$ cat config.mk
export PLATFORM = sky130hd
export DESIGN_NAME = stby_ctrl
export DESIGN_NICKNAME = d
export VERILOG_FILES = /design/src/rtl/stby_pkg.sv /design/src/rtl/stby_irq_qual.sv /design/src/rtl/stby_timebase.sv /design/src/rtl/stby_fsm.sv /design/src/rtl/stby_ctrl.sv
export SDC_FILE = /design/constraint.sdc
export NUM_CORES = 1
export LEC_CHECK = 0
export BUFFER_PORTS_ARGS = -buffer_cell sky130_fd_sc_hd__buf_2
export CAP_MARGIN = 40
export CORE_AREA = 2 2 55 57
export DETAILED_ROUTE_END_ITERATION = 10
export DIE_AREA = 0 0 57 59
export GPL_ROUTABILITY_DRIVEN = 0
export PLACE_DENSITY = 0.76
export SLEW_MARGIN = 10
export SYNTH_ARGS = -nofsm -noshare
export SYNTH_HDL_FRONTEND = slang
export SYNTH_SLANG_ARGS = --single-unit
$ cat constraint.sdc
create_clock -name clk_i -period 2.4 [get_ports clk_i]
set_input_delay 0.12 -clock clk_i [delete_from_list [all_inputs] [get_ports clk_i]]
set_output_delay 0.12 -clock clk_i [all_outputs]
set_load 0.005 [all_outputs]
$ cat src/rtl/stby_pkg.sv
package stby_pkg;
  typedef enum logic [1:0] {
    PS_RUN    = 2'd0,
    PS_SLEEP  = 2'd1,
    PS_STOP   = 2'd2,
    PS_SETTLE = 2'd3
  } pwr_state_e;
endpackage

$ cat src/rtl/stby_irq_qual.sv
module stby_irq_qual #(
  parameter int N_SRC  = 4,
  parameter int PRIO_W = 2
) (
  input  logic [N_SRC-1:0]        req_i,
  input  logic [N_SRC*PRIO_W-1:0] prio_i,
  output logic                    any_o,
  output logic [PRIO_W-1:0]       best_o
);
  localparam logic [PRIO_W-1:0] LOWEST = '1;

  logic [N_SRC-1:0] qual;

  genvar g;
  generate
    for (g = 0; g < N_SRC; g++) begin : g_qual
      assign qual[g] = req_i[g] && (prio_i[g*PRIO_W +: PRIO_W] != LOWEST);
    end
  endgenerate

  always_comb begin
    best_o = LOWEST;
    for (int i = 0; i < N_SRC; i++) begin
      if (qual[i] && (prio_i[i*PRIO_W +: PRIO_W] < best_o))
        best_o = prio_i[i*PRIO_W +: PRIO_W];
    end
  end

  assign any_o = |qual;

  always_comb begin
    if (any_o) AST_BEST_QUALIFIES: assert (best_o != LOWEST);
  end
endmodule

$ cat src/rtl/stby_timebase.sv
module stby_timebase #(
  parameter int TB_W = 17
) (
  input  logic            clk_i,
  input  logic            rst_ni,
  input  logic            clr_i,
  output logic [TB_W-1:0] cnt_o
);
  always_ff @(posedge clk_i or negedge rst_ni) begin
    if (!rst_ni)    cnt_o <= '0;
    else if (clr_i) cnt_o <= '0;
    else            cnt_o <= cnt_o + 1'b1;
  end

  AST_TB_CLEARED: assert property (@(posedge clk_i) disable iff (!rst_ni)
    clr_i |=> (cnt_o == '0));
endmodule

$ cat src/rtl/stby_fsm.sv
module stby_fsm
  import stby_pkg::*;
#(
  parameter int PRIO_W   = 2,
  parameter int SEL_W    = 2,
  parameter int TB_W     = 17,
  parameter int TAP_BASE = 10,
  parameter int TAP_STEP = 2,
  parameter int REGU_CNT = 256
) (
  input  logic              clk_i,
  input  logic              rst_ni,
  input  logic              wr_en_i,
  input  logic              wr_stop_i,
  input  logic              wr_sleep_i,
  input  logic [SEL_W-1:0]  dly_sel_i,
  input  logic              any_i,
  input  logic [PRIO_W-1:0] best_i,
  input  logic [PRIO_W-1:0] cpu_lvl_i,
  input  logic              cpu_ie_i,
  input  logic [TB_W-1:0]   tb_cnt_i,
  output logic              tb_clr_o,
  output pwr_state_e        state_o,
  output logic              wake_o,
  output logic              wake_branch_o
);
  pwr_state_e       state_q;
  logic [SEL_W-1:0] sel_q;
  logic [TB_W-1:0]  lim;
  logic             branch_now;
  logic             entry_req;

  assign entry_req  = wr_en_i && (wr_stop_i || wr_sleep_i) && !any_i;
  assign branch_now = cpu_ie_i && (best_i < cpu_lvl_i);
  assign lim = (TB_W'(1) << (TAP_BASE + TAP_STEP * int'(sel_q))) + TB_W'(REGU_CNT - 1);
  assign tb_clr_o = (state_q == PS_STOP);

  always_ff @(posedge clk_i or negedge rst_ni) begin
    if (!rst_ni) begin
      state_q       <= PS_RUN;
      sel_q         <= '0;
      wake_o        <= 1'b0;
      wake_branch_o <= 1'b0;
    end else begin
      wake_o <= 1'b0;
      unique case (state_q)
        PS_RUN: begin
          if (entry_req) begin
            if (wr_stop_i) begin
              state_q <= PS_STOP;
              sel_q   <= dly_sel_i;
            end else begin
              state_q <= PS_SLEEP;
            end
          end
        end
        PS_SLEEP: begin
          if (any_i) begin
            state_q       <= PS_RUN;
            wake_o        <= 1'b1;
            wake_branch_o <= branch_now;
          end
        end
        PS_STOP: begin
          if (any_i) begin
            state_q       <= PS_SETTLE;
            wake_branch_o <= branch_now;
          end
        end
        PS_SETTLE: begin
          if (tb_cnt_i == lim) begin
            state_q <= PS_RUN;
            wake_o  <= 1'b1;
          end
        end
        default: state_q <= PS_RUN;
      endcase
    end
  end

  assign state_o = state_q;

  AST_ENTRY_BLOCKED: assert property (@(posedge clk_i) disable iff (!rst_ni)
    (state_q == PS_RUN && any_i) |=> (state_q == PS_RUN));
  AST_STOP_WINS: assert property (@(posedge clk_i) disable iff (!rst_ni)
    (state_q == PS_RUN && wr_en_i && wr_stop_i && !any_i) |=> (state_q == PS_STOP));
  AST_SLEEP_RELEASE: assert property (@(posedge clk_i) disable iff (!rst_ni)
    (state_q == PS_SLEEP && any_i) |=> (state_q == PS_RUN && wake_o));
  AST_STOP_RELEASE: assert property (@(posedge clk_i) disable iff (!rst_ni)
    (state_q == PS_STOP && any_i) |=> (state_q == PS_SETTLE));
  AST_WAKE_SINGLE: assert property (@(posedge clk_i) disable iff (!rst_ni)
    wake_o |=> !wake_o);
  AST_WAKE_IN_RUN: assert property (@(posedge clk_i) disable iff (!rst_ni)
    wake_o |-> (state_q == PS_RUN));
endmodule

$ cat src/rtl/stby_ctrl.sv
module stby_ctrl
  import stby_pkg::*;
#(
  parameter int N_SRC    = 4,
  parameter int PRIO_W   = 2,
  parameter int SEL_W    = 2,
  parameter int TAP_BASE = 10,
  parameter int TAP_STEP = 2,
  parameter int REGU_CNT = 256
) (
  input  logic                    clk_i,
  input  logic                    rst_ni,
  input  logic                    wr_en_i,
  input  logic                    wr_stop_i,
  input  logic                    wr_sleep_i,
  input  logic [SEL_W-1:0]        dly_sel_i,
  input  logic [N_SRC-1:0]        irq_req_i,
  input  logic [N_SRC*PRIO_W-1:0] irq_prio_i,
  input  logic [PRIO_W-1:0]       cpu_lvl_i,
  input  logic                    cpu_ie_i,
  output logic [1:0]              state_o,
  output logic                    stop_bit_o,
  output logic                    sleep_bit_o,
  output logic                    cpu_clk_en_o,
  output logic                    osc_en_o,
  output logic                    wake_o,
  output logic                    wake_branch_o
);
  localparam int N_SEL   = 1 << SEL_W;
  localparam int TAP_MAX = TAP_BASE + TAP_STEP * (N_SEL - 1);
  localparam int TB_W    = $clog2((1 << TAP_MAX) + REGU_CNT);

  logic              any_q;
  logic [PRIO_W-1:0] best;
  logic [TB_W-1:0]   tb_cnt;
  logic              tb_clr;
  pwr_state_e        st;

  stby_irq_qual #(.N_SRC(N_SRC), .PRIO_W(PRIO_W)) u_qual (
    .req_i (irq_req_i),
    .prio_i(irq_prio_i),
    .any_o (any_q),
    .best_o(best)
  );

  stby_timebase #(.TB_W(TB_W)) u_tb (
    .clk_i (clk_i),
    .rst_ni(rst_ni),
    .clr_i (tb_clr),
    .cnt_o (tb_cnt)
  );

  stby_fsm #(
    .PRIO_W(PRIO_W), .SEL_W(SEL_W), .TB_W(TB_W),
    .TAP_BASE(TAP_BASE), .TAP_STEP(TAP_STEP), .REGU_CNT(REGU_CNT)
  ) u_fsm (
    .clk_i        (clk_i),
    .rst_ni       (rst_ni),
    .wr_en_i      (wr_en_i),
    .wr_stop_i    (wr_stop_i),
    .wr_sleep_i   (wr_sleep_i),
    .dly_sel_i    (dly_sel_i),
    .any_i        (any_q),
    .best_i       (best),
    .cpu_lvl_i    (cpu_lvl_i),
    .cpu_ie_i     (cpu_ie_i),
    .tb_cnt_i     (tb_cnt),
    .tb_clr_o     (tb_clr),
    .state_o      (st),
    .wake_o       (wake_o),
    .wake_branch_o(wake_branch_o)
  );

  assign state_o      = st;
  assign stop_bit_o   = (st == PS_STOP) || (st == PS_SETTLE);
  assign sleep_bit_o  = (st == PS_SLEEP);
  assign cpu_clk_en_o = (st == PS_RUN);
  assign osc_en_o     = (st != PS_STOP);

  AST_STOP_OSC_HELD: assert property (@(posedge clk_i) disable iff (!rst_ni)
    (st == PS_STOP && !any_q) |=> !osc_en_o);
  AST_SETTLE_GATED: assert property (@(posedge clk_i) disable iff (!rst_ni)
    (st == PS_STOP && any_q) |=> (osc_en_o && !cpu_clk_en_o));
endmodule

==> results by group, run 1 <==
Status
  • Status: completed

Min path
  • Worst min-delay path class: in -> reg

Power and ir drop
  • Sw frac: roughly 37%
  • Pwr per Cell Area: around 720 nW/um^2
  • P_sw: 0.505 mW
  • Leakage Power: 0.881 nW
  • Comb pwr share: 45.2%
  • Sequential power share: 41.0%
  • Internal: 0.843 mW
  • Worst VDD drop: 0.000733 V
  • Clock Power Share: roughly 14%
  • Total power: between 1 and 1.5 mW

Finish
  • NumNets Final: about 240
  • Area delta synth->final: 30.4%
  • Commonest non-fill, non-tap cell in the layout: buf_2
  • Filler Cell Count: around 210
  • Antenna diode count: 0
  • Cell Count, Final, Fillers Out: about 240
  • Commonest cells after routing, fill and taps aside: buf_2 (26), dfrtp_1 (23), nor2_1 (19), buf_4 (19), nand2_1 (10)
  • Layout cells sized above 1: 33.3%

CTS
  • Clock sink count: 23
  • H-tree depth: 1
  • Root Driver: clkbuf_4
  • CTS clk-pin slew, worst paths: approximately 130 ps
  • Clk buf depth: 2
  • Total CTS buffers: 3
  • CTS tree: done
  • Clk_lat worst skew: 330 ps

Yosys
  • Register area share after synthesis: around two fifths
  • Synth Instances: 154
  • Syn_area_per_cell: 9.30 sq um
  • Synthesized net count: approximately 180
  • Synthesized area: 1430 sq um
  • Cell variety after synth: 36
  • Synth warn: 0
  • Number of synthesized register bits: 23

Routing
  • DRC: 0
  • Initial DRC Count: 34
  • WL/cell: 13.8 microns
  • Antenna viol nets, final: 0
  • Routed WL: roughly 3.3 mm
  • Vias per inst: 5.68
  • DR pass1 iterations: 4
  • Vias: approximately 1300

Floorplanning
  • Rows: 19
  • Die ar.: approximately 3400 sq um
  • CORE AREA: about 2700 sq um
  • Chip width: 57 microns
  • Initial Util: 52.9%
  • I/O pins: 30
  • Chip Height: 59 microns

Worst setup path
  • Crit. End Element: flip-flop
  • WS Path Type: in -> reg
  • CP Max Fanout: 4
  • Req. time, crit path: 2660 ps
  • CP Launch Type: primary input
  • Critical Path AT: 2640 ps

Timing
  • Max Clock Freq: 0.420 GHz
  • Setup Skew: 9.75 ps
  • Final slew viol count: 0
  • Relative slew slack: 66.0%
  • Final worst path period share: 99.2%
  • Final setup violation count: 0
  • Minimum clock period: 2380 ps
  • Final Hold Vio Count: 0
  • RSZ-0062 raised after global routing: true
  • Setup TNS: 0 ps
  • Hold slack: 14.2 ps
  • Slew at the pin with the worst max-slew slack: 511 ps

Global route
  • Gr ovfl total: 0
  • Initial antenna violation count: 0
  • Total GRT Usage: 20.6%
  • First-pass GRT wire length: about 5.5 mm
  • Pin count of the biggest net entering global routing: 24
  • Vias in the first global route: 1286

Placed design
  • I/O Buffers: 29
  • Final HPWL DP: 2.50 mm
  • Placed Cells: between 200 and 250

Job
  • Max-capacitance violation count: 0
-- metal layers --
metal	vias to the layer above	GRT usage (%)	part of all wire, %
li1	663	-	-
met2	41	37.4	52
met1	627	24.4	42
met3	4	3.28	4.9
met5	-	0	0
met4	0	7.97	1.1
-- cell type report --
type                    count  area [sq um]  area share (%)
flip-flops and latches     23           576            30.8
multi-input cells         121           882            47.2
clock inverters             1          5.00           0.268
clock buffers               3          22.5            1.21
inverters                   8          35.0            1.88
well taps                  31          38.8            2.08
repair buffers             48           309            16.5
-- per-stage QoR --
| step | util [%] | cell area [sq um] | setup WS (ps) |
|---|---|---|---|
| 2_1_floorplan | - | 1470 | -56.4 |
| 3_3_place_gp | 64.5 | 1750 | -232 |
| 6_report | 68.9 | 1870 | 18.8 |
| 3_5_place_dp | 64.5 | 1750 | -368 |
| 5_1_grt | 68.9 | 1870 | -51.3 |
| 4_1_cts | 66.9 | 1810 | 11.7 |
-- power groups by stage --
| stage | Combinational, mW | Clock [mW] | Sequential (mW) |
|---|---|---|---|
| 4_1_cts | 0.582 | 0.191 | 0.553 |
| 2_1_floorplan | 0.356 | 0 | 0.556 |
| 3_5_place_dp | 0.567 | 0 | 0.561 |
| 6_report | 0.609 | 0.186 | 0.553 |
| 3_3_place_gp | 0.541 | 0 | 0.556 |
| 5_1_grt | 0.673 | 0.210 | 0.571 |
-- registers in the layout, summed over array words and instances, names as in the netlist --
register,flops
u_fsm.sel_q,2
u_fsm.state_o,2
u_fsm.wake_branch_o,1
u_fsm.wake_o,1
u_tb.cnt_o,17
-- synthesized netlist by cell type --
cell type  count  area (sq um)
nand3_1        5          25.0
inv_1          8          30.0
a2111o_1       1          11.3
o22ai_1        2          12.5
nor2_1        19          71.3
o311ai_0       1          8.76
and3_1         3          18.8
nor3b_1        1          7.51
mux2_2         2          22.5
nand4b_1       3          26.3
or3b_2         1          8.76
or3_1          3          18.8
clkbuf_1       2          7.51
a221oi_2       1          15.0
xor2_1         9          78.8
o21ai_0        7          35.0
nor4_1         1          6.26
ha_1           8           100
nor3_1         3          15.0
a21oi_1        6          30.0
nand4_1        5          31.3
nor2b_1        4          25.0
o211ai_1       3          22.5
a21boi_0       4          30.0
nand2_1       10          37.5
or4b_2         1          10.0
nand2b_1       2          12.5
a211o_1        2          17.5
or2_2          2          12.5
or4b_1         1          10.0
a22oi_1        1          7.51
a2111oi_0      1          8.76
a211oi_1       1          7.51
mux2i_1        4          40.0
dfrtp_1       23           576
xnor2_1        4          35.0
-- worst max-delay path, cell delays in order --
cell and delay, ps:
buf_8 100, inv_4 50, o22ai_4 60, ha_2 170
nand2b_4 140, or4b_4 470, o211ai_1 140, ha_2 330
a211o_1 270, a22oi_2 180, ha_1 260, nor3b_2 180
mux2i_1 90, o21ai_1 80
-- worst paths after layout --
path                                 from             endpoint  slack [ps]  cells after the start
max in group asynchronous          rst_ni       u_tb.cnt_o[15]        1780                      2
setup reg to reg           u_fsm.sel_q[1]     u_fsm.state_o[0]         110                      5
setup / recovery             irq_req_i[0]  u_fsm.wake_branch_o          20                     14
hold reg to reg             u_tb.cnt_o[0]        u_tb.cnt_o[0]         500                      1
min in group asynchronous          rst_ni        u_tb.cnt_o[3]         270                      2
hold / removal               dly_sel_i[1]       u_fsm.sel_q[1]          10                      2
-- cell families after synthesis --
family,after synthesis,synth area share [%]
AO/OA/AOI/OAI,30,14.4
buffers and inverters,10,2.62
flip-flops,23,40.2
adder cells (fa/ha/maj),8,6.99
AND/OR/NAND/NOR,64,23.5
multiplexers,6,4.37
XOR/XNOR,13,7.95
-- what timing repair did --
action | CTS | global route
hold endpoints to repair | 23 | 0
hold buffers | 1 | 0
gates resized for setup | 1 | 13
endpoints found under the setup margin | 1 | 2
pin swaps | 1 | 9
setup buffers | 3 | 1
No activity file was read; power rests on OpenSTA's default activity.
==> run 2: changes to the inputs <==
--- a/config.mk
+++ b/config.mk
@@ -6,8 +6,9 @@
 export NUM_CORES = 1
 export LEC_CHECK = 0
 export BUFFER_PORTS_ARGS = -buffer_cell sky130_fd_sc_hd__buf_2
-export CAP_MARGIN = 40
+export CAP_MARGIN = 0
 export CORE_AREA = 2 2 55 57
+export CTS_BUF_LIST = sky130_fd_sc_hd__clkbuf_16
 export DETAILED_ROUTE_END_ITERATION = 10
 export DIE_AREA = 0 0 57 59
 export GPL_ROUTABILITY_DRIVEN = 0
==> results by group, run 2 (synthesis results as in run 1) <==
Worst setup path
  • CP Launch Type: primary input
  • Critical Path AT: 2610 ps (-30 ps)
  • Req. time, crit path: 2580 ps (-80 ps)
  • Reg2reg end: u_fsm.state_o[0]
  • CP Max Fanout: 4 (unchanged)
  • WS Path Type: in -> reg
  • FF-to-FF setup slack: 130 ps (+20 ps)
  • Crit. End Element: flip-flop
  • RR Startpoint: u_fsm.sel_q[1]
  • R2r worst-path depth: 5 (unchanged)

Routing
  • Vias per inst: 5.71 (+0.47%)
  • Initial DRC Count: 33 (-2.9%)
  • Vias: 1347 (+0.90%)
  • DRC: 0 (unchanged)
  • Antenna viol nets, final: 0 (unchanged)
  • WL/cell: 14.3 microns (+3.2%)
  • DR pass1 iterations: 4 (unchanged)
  • Routed WL: 3.37 mm (+3.7%)

Floorplanning
  • Chip width: 57 microns (unchanged)
  • I/O pins: 30 (unchanged)
  • Initial Util: 52.9% (unchanged)
  • Chip Height: 59 microns (unchanged)
  • Die ar.: 3360 sq um (unchanged)
  • CORE AREA: 2710 sq um (unchanged)
  • Rows: 19 (unchanged)

Power and ir drop
  • Leakage Power: 0.903 nW (+2.5%)
  • Pwr per Cell Area: 796 nW/um^2 (+10%)
  • Worst VDD drop: 0.000819 V (+12%)

Global route
  • Total GRT Usage: 21.3% (+0.70 points)
  • M2 GR Usage: 40.7% (+3.3 points)
  • Gr ovfl total: 0 (unchanged)
  • First-pass GRT wire length: 5.69 mm (+3.9%)
  • Initial antenna violation count: 0 (unchanged)
  • Vias in the first global route: 1316 (+2.3%)
  • Met3 Use GR: 1.53% (-1.7 points)
  • GR Layer Usage met1: 25.3% (+0.84 points)
  • Pin count of the biggest net entering global routing: 24 (unchanged)
  • Most used routing layer: met2

Placed design
  • Final HPWL DP: 2.50 mm (unchanged)
  • Dpl cell area: 1750 sq um (unchanged)
  • I/O Buffers: 29 (unchanged)

Timing
  • Relative slew slack: 65.3% (-0.65 points)
  • Minimum clock period: 2420 ps (+41.4 ps)
  • Setup TNS: -22.5 ps (-22.5 ps)
  • Final worst path period share: 101% (+1.7 points)
  • Final Hold Vio Count: 0 (unchanged)
  • Post-route setup slack: -22.5 ps (-41.4 ps)
  • Slew at the pin with the worst max-slew slack: 520 ps (+9.72 ps)
  • RSZ-0062 raised after global routing: true
  • Final setup violation count: 1 (+1)
  • Setup Skew: 5.22 ps (-4.53 ps)
  • Max Clock Freq: 0.413 GHz (-1.7%)
  • Final slew viol count: 0 (unchanged)

Job
  • Max-capacitance violation count: 0 (unchanged)

CTS
  • Clk buf depth: 2 (unchanged)
  • CTS tree: done
  • CTS clk-pin slew, worst paths: 60 ps (-70 ps)
  • H-tree depth: 1 (unchanged)
  • Clk_lat worst skew: 260 ps (-70 ps)
  • Total CTS buffers: 3 (unchanged)
  • Clock sink count: 23 (unchanged)
  • Root Driver: clkbuf_16

Min path
  • Worst min-delay path class: in -> reg
  • Min-Delay Path Depth: 2 (unchanged)
  • Worst hold endpoint: u_fsm.sel_q[1]
  • Min-delay src: dly_sel_i[1]

Finish
  • Final Cell Area: 1910 sq um (+2.4%)
  • Commonest non-fill, non-tap cell in the layout: buf_2
  • Layout cells sized above 1: 33.7% (+0.33 points)
  • Final core occ: 70.6% (+1.7 points)
  • Biggest register: u_tb.cnt_o
  • Antenna diode count: 0 (unchanged)
  • NumNets Final: 236 (+0.43%)
  • Largest register FFs: 17 (unchanged)
  • Commonest cells after routing, fill and taps aside: buf_2 (26), dfrtp_1 (23), buf_4 (20), nor2_1 (19), nand2_1 (10)
  • Area delta synth->final: 33.5%
  • Filler Cell Count: 200 (-3.8%)

Status
  • Status: finished with violations
  • Failing checks: negative setup slack
## run 2: metrics by stage
step / instances / setup slack [ps] / total power [mW] / hold WS [ps]
after global routing: 236 / -101 / 1.62 / 106
after CTS: 236 / -28.2 / 1.52 / 92.1
after global placement: 226 / -232 / 1.10 / 112
after detailed placement: 226 / -368 / 1.13 / 128
after floorplan: 154 / -56.4 / 0.912 / -176
final: 236 / -22.5 / 1.52 / 92.1
## run 2: timing repair
item                       in CTS  in global routing
hold endpoints to repair       23                  0
resized for setup               4                  6
pin swaps                       8                  7
setup endpoints to repair       1                  2
hold buffers                    1                  0
buffers inserted                5                  0
## run 2: per-layer routing
| layer | wire, microns | share of wire (%) |
|---|---|---|
| met1 | 1440 | 43 |
| met4 | 46 | 1.4 |
| met3 | 140 | 4.2 |
| met2 | 1750 | 52 |
| met5 | 0 | 0 |
## run 2: worst max path at each step
stage            startpoint             endpoint  slack (ps)  cells past startpoint
3_5_place_dp   irq_req_i[0]  u_fsm.wake_branch_o        -370                     15
5_1_grt        irq_req_i[0]  u_fsm.wake_branch_o        -100                     14
4_1_cts        irq_req_i[0]  u_fsm.wake_branch_o         -30                     14
2_1_floorplan  irq_req_i[0]  u_fsm.wake_branch_o         -60                     13
3_3_place_gp   irq_req_i[0]  u_fsm.wake_branch_o        -230                     14
6_report       irq_req_i[0]  u_fsm.wake_branch_o         -20                     14
## run 2: final cells by class
| type | count | area [sq um] | share of cell area, % |
|---|---|---|---|
| inverters | 8 | 35.0 | 1.83 |
| clock buffers | 3 | 75.1 | 3.92 |
| repair buffers | 49 | 313 | 16.4 |
| well taps | 31 | 38.8 | 2.03 |
| flip-flops and latches | 23 | 576 | 30.1 |
| multi-input cells | 121 | 871 | 45.5 |
| clock inverters | 1 | 5.00 | 0.262 |
## run 2: worst max-delay path, stage by stage
cell	delay, ps
buf_6	110
inv_4	50
o22ai_4	60
ha_2	170
nand2b_4	140
or4b_4	470
o211ai_1	140
ha_2	330
a211o_1	270
a22oi_2	160
ha_1	250
nor3b_2	170
mux2i_1	90
o21ai_1	80
## run 2: power breakdown
group          internal (mW)  switching [mW]  total (mW)
sequential             0.476          0.0852       0.561
clock                  0.224           0.137       0.362
combinational          0.297           0.302       0.599
total                  0.997           0.525        1.52
==> run 3: changes to the inputs <==
--- a/config.mk
+++ b/config.mk
@@ -12,8 +12,9 @@
 export DETAILED_ROUTE_END_ITERATION = 10
 export DIE_AREA = 0 0 57 59
 export GPL_ROUTABILITY_DRIVEN = 0
-export PLACE_DENSITY = 0.76
+export PLACE_DENSITY = 0.82
 export SLEW_MARGIN = 10
 export SYNTH_ARGS = -nofsm -noshare
 export SYNTH_HDL_FRONTEND = slang
+export SYNTH_HIERARCHICAL = 1
 export SYNTH_SLANG_ARGS = --single-unit
==> constraint.sdc (replaced) <==
create_clock -name clk_i -period 2.81 [get_ports clk_i]
set_input_delay 0.1405 -clock clk_i [delete_from_list [all_inputs] [get_ports clk_i]]
set_output_delay 0.1405 -clock clk_i [all_outputs]
set_load 0.005 [all_outputs]
==> results by group, run 3 <==
Timing
  • Setup TNS: 0 ps (+22.5 ps)
  • Final worst path period share: 85.6%
  • RSZ-0062 raised after global routing: false
  • Final Hold Vio Count: 0 (unchanged)
  • Slew at the pin with the worst max-slew slack: 826 ps (+306 ps)
  • Max Clock Freq: 0.416 GHz
  • Relative slew slack: 44.9% (-20 points)
  • Final slew viol count: 0 (unchanged)
  • Final setup violation count: 0 (-1)
  • Setup Skew: 2.26 ps (-2.95 ps)
  • Minimum clock period: 2400 ps

Power and ir drop
  • Comb pwr share: 37.5% (-1.9 points)
  • Pwr per Cell Area: 694 nW/um^2 (-13%)
  • Sequential power share: 39.2% (+2.3 points)
  • Sw frac: 36.6% (+2.1 points)
  • Leakage Power: 0.804 nW (-11%)
  • Worst VDD drop: 0.000555 V (-32%)
  • Internal: 0.809 mW (-19%)
  • Clock Power Share: 23.3% (-0.5 points)
  • P_sw: 0.466 mW (-11%)

Worst setup path
  • CP Launch Type: primary input
  • RR Startpoint: u_tb/cnt_o[8]
  • CP Max Fanout: 3 (-1)
  • Crit. End Element: flip-flop
  • FF-to-FF setup slack: 500 ps (+370 ps)
  • Reg2reg end: u_fsm/state_o[1]
  • Req. time, crit path: 2980 ps (+400 ps)
  • R2r worst-path depth: 5 (unchanged)
  • Critical Path AT: 2580 ps (-30 ps)
  • WS Path Type: in -> reg

Floorplanning
  • Die ar.: 3360 sq um (unchanged)
  • Rows: 19 (unchanged)
  • CORE AREA: 2710 sq um (unchanged)
  • Chip Height: 59 microns (unchanged)
  • I/O pins: 30 (unchanged)
  • Chip width: 57 microns (unchanged)
  • Initial Util: 58.4% (+5.5 points)

Yosys
  • Top FF cell, synth: dfrtp_1
  • Synth warn: 6 (+6)
  • Register area share after synthesis: 36.4% (-3.8 points)
  • Synthesized net count: 203 (+10%)
  • Post-synth EDFFs: 0 (unchanged)
  • Synth Instances: 173 (+12%)
  • Post-synth top cells: dfrtp_1 (23), nor2_1 (16), nand2_1 (13), inv_1 (11), o21ai_0 (11)
  • Yosys top cell area share: 36.4% (-3.8 points)
  • Cell variety after synth: 43 (+19%)
  • Syn_area_per_cell: 9.14 sq um (-1.7%)
  • Area contributors post-synth: dfrtp_1 (36%), ha_1 (6.3%), mux2_2 (4.3%), nor2_1 (3.8%), nor2b_1 (3.6%)
  • Number of synthesized register bits: 23 (unchanged)
  • Asr flop ratio synth: 100% (unchanged)
  • Most frequent cell after synthesis: dfrtp_1
  • Largest area contributor in the netlist: dfrtp_1
  • Synthesized area: 1580 sq um (+10%)

CTS
  • Total CTS buffers: 3 (unchanged)
  • Clk_lat worst skew: 250 ps (about the same)
  • H-tree depth: 1 (unchanged)
  • Clk buf depth: 2 (unchanged)
  • CTS clk-pin slew, worst paths: 60 ps (about the same)
  • Clock sink count: 23 (unchanged)
  • CTS tree: done
  • Root Driver: clkbuf_16

Min path
  • Worst min-delay path class: in -> reg
  • Min-delay src: dly_sel_i[1]
  • Min-Delay Path Depth: 2 (unchanged)
  • Worst hold endpoint: u_fsm/sel_q[1]

Finish
  • Biggest register: u_tb/cnt_o
  • NumNets Final: 234 (-0.85%)
  • Commonest cells after routing, fill and taps aside: buf_2 (29), dfrtp_1 (23), nor2_1 (16), nand2_1 (13), inv_1 (12)
  • Commonest non-fill, non-tap cell in the layout: buf_2
  • Final Cell Area: 1840 sq um (-3.9%)
  • Area delta synth->final: 16.2%
  • Largest register FFs: 17 (unchanged)
  • Antenna diode count: 0 (unchanged)
  • Layout cells sized above 1: 23.2% (-11 points)
  • Final core occ: 67.8% (-2.8 points)

Routing
  • Vias: 1424 (+5.7%)
  • WL/cell: 15.3 microns (+6.8%)
  • DR pass1 iterations: 4 (unchanged)
  • DRC: 0 (unchanged)
  • Antenna viol nets, final: 0 (unchanged)
  • Initial DRC Count: 61 (+85%)
  • Routed WL: 3.57 mm (+5.9%)
  • Vias per inst: 6.09 (+6.6%)

Global route
  • First-pass GRT wire length: 6.20 mm (+9.1%)
  • Pin count of the biggest net entering global routing: 24 (unchanged)
  • Vias in the first global route: 1446 (+9.9%)
  • Total GRT Usage: 23.5% (+2.2 points)
  • Gr ovfl total: 0 (unchanged)
  • Initial antenna violation count: 0 (unchanged)

Placed design
  • Dpl cell area: 1750 sq um (+0.14%)
  • Final HPWL DP: 2.65 mm (+6.2%)
  • I/O Buffers: 29 (unchanged)

Job
  • Max-capacitance violation count: 0 (unchanged)

Status
  • Status: completed
==> run 3: area by class of cell <==
type / instances / area (sq um)
Clock buffer: 3 / 75.1
Clock inverter: 1 / 3.75
Fill cell: 222 / 872
Inverter: 11 / 41.3
Multi-Input combinational cell: 135 / 948
Sequential cell: 23 / 576
Tap cell: 31 / 38.8
Timing Repair Buffer: 30 / 155
==> run 3: logic make-up (layout without fill, tap and decap cells) <==
family / count (synthesis) / after routing / synth area share (%)
and+or+nand+nor: 76 / 76 / 27.2
DFF: 23 / 23 / 36.4
AOI/OAI and AO/OA: 37 / 37 / 17.2
adders and majority gates: 8 / 8 / 6.33
muxes: 10 / 10 / 6.96
buffers and inverters: 15 / 45 / 3.64
xor gates and xnor gates: 4 / 4 / 2.22
==> run 3: timing repair <==
item | in CTS | in global routing
endpoints found under the hold margin | 23 | 0
buffers inserted | 0 | 0
resized for setup | 0 | 0
hold buffers | 1 | 0
==> run 3: worst max-delay path by stage <==
stage	startpoint	end	slack, ps	cells after the start
floorplan	irq_req_i[1]	u_fsm/wake_branch_o	520	14
global placement	irq_req_i[1]	u_fsm/wake_branch_o	310	15
detailed placement	irq_req_i[1]	u_fsm/wake_branch_o	140	15
CTS	irq_req_i[1]	u_fsm/wake_branch_o	390	15
global route	irq_req_i[1]	u_fsm/wake_branch_o	120	15
finish	irq_req_i[1]	u_fsm/wake_branch_o	410	15
==> run 3: critical path: stages <==
cell and delay, ps:
buf_2 110, inv_1 50, o22ai_1 110, ha_1 220, nor3b_1 300, o21ai_0 160
o2bb2ai_1 160, ha_1 190, or2b_1 270, a21oi_2 140, mux2i_1 190, ha_1 240
o21ai_0 70, nand3b_1 90, o21ai_0 130
==> run 3: routing by layer <==
layer  global-route usage, %  share of wire, %
met1                    27.2                39
met2                    43.8                53
met3                    2.84               4.9
met4                    9.63               2.3
met5                       0                 0
==> run 3: power by group through the flow <==
stage          clock network (mW)  registers (mW)  logic, mW
2_1_floorplan                   0           0.482      0.336
3_5_place_dp                    0           0.501      0.478
3_3_place_gp                    0           0.492      0.444
6_report                    0.298           0.500      0.478
5_1_grt                     0.315           0.512      0.544
4_1_cts                     0.302           0.496      0.483
==> run 3: per-stage QoR <==
step | instances | total power, mW | worst slack, ps | hold WS (ps)
final | 234 | 1.28 | 406 | 124
after floorplan | 173 | 0.819 | 522 | -155
after detailed placement | 229 | 0.979 | 141 | 138
after global routing | 234 | 1.37 | 115 | 133
after CTS | 234 | 1.28 | 394 | 126
after global placement | 229 | 0.936 | 308 | 131
